### src/rtl/twr_rdback_pkg.sv
package twr_rdback_pkg;
    typedef enum logic [1:0] {
        PH_IDLE = 2'd0,
        PH_CMD  = 2'd1,
        PH_GAP  = 2'd2,
        PH_DATA = 2'd3
    } phase_e;
endpackage

### src/rtl/twr_half_timer.sv
module twr_half_timer #(
    parameter int DIV_W = 8
) (
    input  logic             clk,
    input  logic             rst_n,
    input  logic             clr_i,
    input  logic [DIV_W-1:0] limit_i,
    output logic             tick_o
);
    logic [DIV_W-1:0] cnt_d, cnt_q;

    assign tick_o = !clr_i && (cnt_q == limit_i);

    always_comb begin
        cnt_d = cnt_q;
        if (clr_i || tick_o) cnt_d = '0;
        else                 cnt_d = cnt_q + DIV_W'(1);
    end

    always_ff @(posedge clk or negedge rst_n) begin
        if (!rst_n) cnt_q <= '0;
        else        cnt_q <= cnt_d;
    end

    // the counter never runs past the latched limit
    a_r2_cnt_bound: assert property (@(posedge clk) disable iff (!rst_n)
        !clr_i |-> cnt_q <= limit_i);
endmodule

### src/rtl/twr_rdback_top.sv
module twr_rdback_top
    import twr_rdback_pkg::*;
#(
    parameter int          DIV_W     = 8,
    parameter int          BYTE_W    = 8,
    parameter int          CMD_BITS  = 4,
    parameter int          DATA_CLKS = 16,
    parameter logic [3:0]  CMD_CODE  = 4'b0010
) (
    input  logic              clk,
    input  logic              rst_n,
    input  logic              start_i,
    input  logic [DIV_W-1:0]  half_div_i,
    input  logic              sdat_i,
    output logic              sclk_o,
    output logic              sdat_o,
    output logic              sdat_oe_o,
    output logic              busy_o,
    output logic              done_o,
    output logic [BYTE_W-1:0] rd_byte_o
);
    localparam int CNT_W = $clog2(DATA_CLKS);
    localparam logic [CNT_W-1:0] LAST_CMD  = CNT_W'(CMD_BITS - 1);
    localparam logic [CNT_W-1:0] LAST_DATA = CNT_W'(DATA_CLKS - 1);
    localparam logic [CNT_W-1:0] CAPT_FROM = CNT_W'(DATA_CLKS - BYTE_W);

    typedef struct packed {
        phase_e              ph;
        logic [CNT_W-1:0]    cnt;
        logic                sclk;
        logic                dout;
        logic                oe;
        logic                done;
        logic [CMD_BITS-1:0] cmd;
        logic [DIV_W-1:0]    div;
        logic [BYTE_W-1:0]   shreg;
        logic [BYTE_W-1:0]   rbyte;
    } st_t;

    st_t  s_d, s_q;
    logic tick;

    twr_half_timer #(.DIV_W(DIV_W)) u_timer (
        .clk    (clk),
        .rst_n  (rst_n),
        .clr_i  (s_q.ph == PH_IDLE),
        .limit_i(s_q.div),
        .tick_o (tick)
    );

    always_comb begin
        s_d      = s_q;
        s_d.done = 1'b0;
        case (s_q.ph)
            PH_IDLE: begin
                if (start_i) begin
                    s_d.ph   = PH_CMD;
                    s_d.cnt  = '0;
                    s_d.sclk = 1'b1;
                    s_d.cmd  = CMD_CODE[CMD_BITS-1:0];
                    s_d.dout = CMD_CODE[0];
                    s_d.oe   = 1'b1;
                    s_d.div  = half_div_i;
                end
            end
            PH_CMD: begin
                if (tick) begin
                    if (s_q.sclk) begin
                        s_d.sclk = 1'b0;
                    end else if (s_q.cnt == LAST_CMD) begin
                        s_d.ph   = PH_GAP;
                        s_d.dout = 1'b0;
                    end else begin
                        s_d.cnt  = s_q.cnt + CNT_W'(1);
                        s_d.cmd  = s_q.cmd >> 1;
                        s_d.dout = s_q.cmd[1];
                        s_d.sclk = 1'b1;
                    end
                end
            end
            PH_GAP: begin
                if (tick) begin
                    s_d.ph   = PH_DATA;
                    s_d.cnt  = '0;
                    s_d.sclk = 1'b1;
                    s_d.dout = 1'b0;
                end
            end
            PH_DATA: begin
                if (tick) begin
                    if (s_q.sclk) begin
                        s_d.sclk = 1'b0;
                        if (s_q.cnt >= CAPT_FROM)
                            s_d.shreg = {sdat_i, s_q.shreg[BYTE_W-1:1]};
                    end else if (s_q.cnt == LAST_DATA) begin
                        s_d.ph    = PH_IDLE;
                        s_d.done  = 1'b1;
                        s_d.oe    = 1'b1;
                        s_d.rbyte = s_q.shreg;
                    end else begin
                        s_d.cnt  = s_q.cnt + CNT_W'(1);
                        s_d.sclk = 1'b1;
                        if (s_q.cnt + CNT_W'(1) >= CAPT_FROM) s_d.oe = 1'b0;
                    end
                end
            end
            default: s_d.ph = PH_IDLE;
        endcase
    end

    always_ff @(posedge clk or negedge rst_n) begin
        if (!rst_n) begin
            s_q      <= '0;
            s_q.ph   <= PH_IDLE;
            s_q.oe   <= 1'b1;
        end else begin
            s_q <= s_d;
        end
    end

    assign sclk_o    = s_q.sclk;
    assign sdat_o    = s_q.dout;
    assign sdat_oe_o = s_q.oe;
    assign busy_o    = (s_q.ph != PH_IDLE);
    assign done_o    = s_q.done;
    assign rd_byte_o = s_q.rbyte;

    // completion pulse never overlaps busy and lasts one cycle
    a_r7_done_not_busy: assert property (@(posedge clk) disable iff (!rst_n)
        done_o |-> !busy_o);
    a_r7_done_single: assert property (@(posedge clk) disable iff (!rst_n)
        done_o |=> !done_o);
    // the line is only released inside a transaction
    a_r5_release_in_txn: assert property (@(posedge clk) disable iff (!rst_n)
        !sdat_oe_o |-> busy_o);
    // the result moves only with the completion pulse
    a_r9_byte_hold: assert property (@(posedge clk) disable iff (!rst_n)
        !done_o |=> (!done_o |-> $stable(rd_byte_o)));
    // the serial clock moves only on a half-period tick or at start
    a_r2_clk_steady: assert property (@(posedge clk) disable iff (!rst_n)
        (busy_o && !tick) |=> $stable(sclk_o));
    // the gap keeps the clock low
    a_r3_gap_low: assert property (@(posedge clk) disable iff (!rst_n)
        (s_q.ph == PH_GAP) |-> !sclk_o);
    // host drives only zeros while it owns the line in the operand phase
    a_r4_zero_fill: assert property (@(posedge clk) disable iff (!rst_n)
        (s_q.ph == PH_DATA && sdat_oe_o) |-> !sdat_o);
endmodule

### config.mk
export PLATFORM = sky130hd
export DESIGN_NAME = twr_rdback_top
export DESIGN_NICKNAME = d
export VERILOG_FILES = /design/src/rtl/twr_rdback_pkg.sv /design/src/rtl/twr_half_timer.sv /design/src/rtl/twr_rdback_top.sv
export SDC_FILE = /design/constraint.sdc
export NUM_CORES = 1
export LEC_CHECK = 0
export BUFFER_PORTS_ARGS = -buffer_cell sky130_fd_sc_hd__buf_2
export CAP_MARGIN = 15
export CORE_MARGIN = 8
export CORE_UTILIZATION = 40
export CTS_CLUSTER_SIZE = 10
export DETAILED_ROUTE_END_ITERATION = 10
export HOLD_SLACK_MARGIN = 0.15
export PLACE_DENSITY = 0.69
export SYNTH_ARGS = -nofsm -noshare
export SYNTH_HDL_FRONTEND = slang
export SYNTH_SLANG_ARGS = --single-unit
### constraint.sdc
create_clock -name clk -period 4.7 [get_ports clk]
set_input_delay 0.94 -clock clk [delete_from_list [all_inputs] [get_ports clk]]
set_output_delay 0.94 -clock clk [all_outputs]
set_load 0.01 [all_outputs]
# --- Word level (Yosys, flattened, before mapping) ---
# Index checks and enable logic that the tools add are counted.
op_classes:
  shift: 0
  eq_ne: 17
  n_mux: 29
  n_bitwise: 1
  reduce_logical: 17
  n_mul: 0
  div: 0
  n_lt_le_gt_ge: 2
  addsub: 2
ops:
  columns: ["operator", "count"]
  rows:
  - ["one-hot mux 7 bit (4 select lines)", 1]
  - ["2-to-1 mux 8 bit", 3]
  - ["AND reduction 8 bit", 2]
  - ["AND reduction 5 bit", 3]
  - ["!= test 2 bit (second input constant)", 7]
  - ["2-to-1 mux 12 bit", 1]
  - ["2-to-1 mux 4 bit", 3]
  - ["2-to-1 mux 6 bit", 2]
  - ["AND reduction 4 bit", 3]
  - ["2-to-1 mux 5 bit", 2]
  - ["2-to-1 mux 9 bit", 1]
  - ["adder 8 x 1 -> 8 bit (second input constant)", 1]
  - ["equality test 8 bit", 1]
  - [">= comparator 4 bit (second input constant)", 2]
  - ["2-to-1 mux 1 bit", 8]
  - ["2-to-1 mux 2 bit", 4]
  - ["one-hot mux 4 bit (2 select lines)", 1]
  - ["2-to-1 mux 7 bit", 1]
  - ["!= test 2 x 1 -> 1 bit (second input constant)", 3]
  - ["nonzero test 2 bit", 3]
  - ["adder 4 x 1 -> 4 bit (second input constant)", 1]
  - ["equality test 2 bit (second input constant)", 2]
  - ["equality test 4 x 2 -> 1 bit (second input constant)", 1]
  - ["equality test 4 bit (second input constant)", 1]
  - ["11 further kinds", 11]
word_totals:
  mem_bits_ro: 0
  mem_bits_rw: 0
  n_memories: 0
  latchBits: 0
  output_inout_bits: 13
  wordCells: 79
  input_bits: 12
  ff_bits: 46

# --- Depth between registers and ports, before layout ---
depth:
  word_depth: 7
  mapped_depth: 8
  ltp_nobuf: 7

# --- Modules after synthesis ---
# A second synthesis with hierarchy kept.
hier_totals:
  hier_cells: 189
  hier_area_um2: 2263.4
by_module_without_submodules:
  columns: ["module", "seq_area_each_um2", "instances", "area_each_um2", "cells_per_inst"]
  rows:
  - ["twr_rdback_top", 877.1, 1, 1739.2, 143]
  - ["twr_half_timer", 200.2, 1, 524.3, 46]

# --- Worst setup path after synthesis ---
# Ideal clock, no wire load.
synth_path:
  path_type: "in2reg"
  start: "input start_i"
  end: "register s_q[32] in the netlist's numbering"
  setup_time_ns: 0.125
  arrival_ns: 2.079
  t_required_ns: 4.575
  path_buffers: 0
  path_slack_ns: 2.496
  path_stages: 5
  cell_sequence: "inv_1 a2111oi_0 a31o_2 and2_1 mux2_2"
synth_between:
  elab_chain_cells: 2
synth_lines:
  columns: ["element", "line_no", "text"]
  rows:
  - ["start: declaration", "twr_rdback_top.sv:12", "input logic start_i,"]
  - ["!= test 2 bit (no source line)", null, null]
  - ["AND reduction 8 bit (no source line)", null, null]
  - ["end: declaration", "twr_rdback_top.sv:40", "st_t s_d, s_q;"]
# No other way between the ends.
# A chain may end at the register's enable or synchronous reset.

# --- Worst setup path in the final report ---
layout_path:
  start: "register s_q[36] in the netlist's numbering"
  end: "register s_q (netlist bit rd_byte_o[7])"
layout_between:
  elab_chain_cells: 4
  word_cells_on_any_way: 5
  classes_between: "eq/ne (1); reduce/logical (4)"
layout_lines:
  columns: ["element", "line_no", "text"]
  rows:
  - ["zero test 2 bit", "twr_rdback_top.sv:46", ".clr_i (s_q.ph == PH_IDLE),"]
  - ["zero test 1 bit", "twr_half_timer.sv:12", "assign tick_o = !clr_i && (cnt_q == limit_i);"]
  - ["logical AND 1 bit", "twr_half_timer.sv:12", null]
  - ["AND reduction 4 bit (no source line) (*)", null, null]
# Mark *: on every way between the ends. The rest lies on a longest branch, timed or not.

==> metrics.md <==
| Metric | Value |
|---|---|
| Status | `finished clean` |
| Routed Antenna Nets | `0` |
| Clk_lat worst skew | `0.29 ns` |
| Top post-synthesis cells by area | `dfrtp_1 (47%), mux2_2 (14%), ha_1 (4.5%)` |
| Postcts setup bufs | `0` |
| Synth Cell Area | `0.00221 mm^2` |
| Grt total ovfl | `0` |
| Longest Clk Path Bufs | `2` |
| Slew Limit Fails | `0` |
| TritonRoute pass-1 iters | `2` |
| Peak VDD IR | `0.000229 V` |
| Drt initial violations | `59` |
| GPL Wtd Cong | `0.791` |
| Period utilization | `0.517` |
| P_leak | `1.16 nW` |
| Critical path class | `reg -> reg` |
| Num CTS Buffers | `5` |
| CP endpoint kind | `flip-flop` |
| Setup tns final | `0 ns` |
| Die X | `90.4 um` |
| Post-synth top area share | `0.475` |
| Nets@finish | `233` |
| Hold EP | `rd_byte_o[6]` |
| Final min period | `2.43 ns` |
| Post-synth EDFFs | `0` |
| Die Footprint | `0.00817 mm^2` |
| Final instance area | `0.00244 mm^2` |
| Synth Net Count | `213` |
| Worst Path Required | `4.88 ns` |
| Layout area overhead | `10.3%` |
| First-pass GRT wire length | `6.96 mm` |
| I/O pin total | `25` |
| Total global routing track utilization | `0.104` |
| RR Endpoint | `rd_byte_o[7]` |
| Yosys reg bits | `43` |
| H-tree levels | `2` |
| Proportion of layout cells with a drive suffix above 1 | `0.322` |
| Total wire length | `4.02 mm` |
| RSZ-0062 raised after global routing | `false` |
| PwrDens | `521 mW/mm^2` |
| Synth unique cells | `38` |
| Fmax | `0.412 GHz` |
| Initial antenna violation count | `0` |
| ANT cells | `0` |
| Crit path arrival time | `2.61 ns` |
| Crit Path Max Fanout | `8` |
| Worst Tran Pin Value | `0.925 ns` |
| Area occupied by multi-input gates | `0.00102 mm^2` |
| Critical Path Start Type | `flip-flop` |
| Starting Density | `0.407` |
| Count leader, synth | `dfrtp_1` |
| Post-synthesis cell count | `193` |
| Layout fillers | `539` |
| Routed len/inst | `14.1 um` |
| Flop2flop setup slack | `2.27 ns` |
| Hold WC Path Type | `reg -> reg` |
| Synth warnings | `0` |
| Max Cap Violations | `0` |
| Hold path depth | `1` |
| Core Box Area | `0.00544 mm^2` |
| Register area | `0.00108 mm^2` |
| Post-DP HPWL | `2.96 mm` |
| Slew margin rel. | `0.383` |
| Vias post-DR | `1422` |
| Final setup fails | `0` |
| Async SR Flop Fraction | `1.00` |
| Vias/cell | `4.97` |
| FP Rows | `27` |
| Hold path start | `rd_byte_o[6]` |
| Dominant cell type by area after synthesis | `dfrtp_1` |
| Placed cell area | `0.00236 mm^2` |
| Hold-fix buffers, CTS | `0` |
| CTS clk-pin slew, worst paths | `0.09 ns` |
| Crit Reg-Reg Startpoint | `s_q[36]` |
| Die height | `90.4 um` |
| Hold Fails Final Rpt | `0` |
| PostCTS Resize Cnt | `0` |
| Top cells by count, synth | `dfrtp_1 (42), mux2_2 (28), nor2_1 (13)` |
| Post-synth top flop | `dfrtp_1` |
| Drt drc | `0` |
| Sequential element share of the synthesized area | `0.486` |
| PortBufs | `24` |
| Largest net degree at the start of global routing | `44` |
| CTS tree | `built` |
| Reg2reg path depth | `5` |
| Root buf cell | `clkbuf_8` |
| Clock sink total | `43` |
| Mean Syn Cell Area | `11.5 um^2` |
| Vias in the first global route | `1485` |
| Final Skew | `0.0107 ns` |
## cell usage in the layout (no fill, tap or decap), types with 2 or more instances in the layout
master and instances:
dfrtp_1 42, mux2_2 28, buf_2 24, nor2_1 13
inv_1 10, xnor2_1 8, ha_1 8, nand3_1 7
xor2_1 6, nand2_1 6, nor3_1 6, o21ai_0 5
mux2i_1 5, clkbuf_8 5, a21oi_1 4, o41ai_1 3
nand2b_1 3, nand4_1 2, or2_2 2, and4_1 2
and2_1 2, nor4_1 2, o31a_1 2
## metal layers
metal	vias up	global-route usage	share of wire	wire, um
met1	680	0.119	0.45	1800
met3	8	0.0333	0.034	137
met4	0	0.0499	0.022	89
met2	19	0.171	0.49	1990
met5	-	0	0	0
li1	715	-	-	-
## per-stage QoR
step	utilization	instances	hold WS, ns	total power, W	setup slack [ns]
final	0.449	286	0.509	0.00127	2.27
after global routing	0.449	286	0.538	0.00137	2.14
after CTS	0.449	286	0.512	0.00129	2.25
after detailed placement	0.433	278	0.492	0.00105	2.27
after global placement	0.433	278	0.487	0.00104	2.28
after floorplan	-	193	0.475	0.000922	2.50
## worst max-delay path by stage
stage | startpoint | to | slack, ns | cells past startpoint
floorplan | start_i | s_q[32] | 2.50 | 5
global placement | start_i | s_q[32] | 2.28 | 6
detailed placement | s_q[36] | rd_byte_o[2] | 2.27 | 5
CTS | s_q[36] | rd_byte_o[2] | 2.25 | 5
global route | s_q[36] | rd_byte_o[3] | 2.14 | 5
finish | s_q[36] | rd_byte_o[7] | 2.27 | 5
## flip-flops by register name (all words and copies together), names as in the netlist
signal and cells:
done_o 1, rd_byte_o 8, s_q 23, sclk_o 1, sdat_o 1, sdat_oe_o 1
u_timer.cnt_q 8
## critical path, cell delays in order, from the launching register on
cell and delay (ns):
dfrtp_1 0.40, inv_1 0.10, ha_1 0.28, or4_4 0.58, nor4_4 0.55, mux2_2 0.40
## report_power, final
part | internal (W) | total [W] | switching [W] | leakage [nW]
combinational | 0.000241 | 0.000522 | 0.000281 | 0.553
sequential | 0.000445 | 0.000518 | 0.0000726 | 0.561
clock | 0.000104 | 0.000232 | 0.000128 | 0.0412
total | 0.000791 | 0.00127 | 0.000482 | 1.16
## kinds of logic (layout without fill, tap and decap cells)
kind of cell | Yosys count | after routing | synth area share
compound gates | 21 | 21 | 0.0667
simple gates | 52 | 52 | 0.131
fa+ha+maj | 8 | 8 | 0.0452
flops | 43 | 43 | 0.486
xor+xnor | 14 | 14 | 0.0554
buf+inv | 22 | 43 | 0.0508
mux | 33 | 33 | 0.165
## layout make-up
class	instances	share of cell area
tap	72	0.0369
clock buffer	6	0.0297
sequential	43	0.441
clock inverter	2	0.00512
inverter	10	0.0154
multi-input combinational	128	0.420
timing repair buffer	25	0.0523
Note: power is estimated with default switching activity, not from simulation.
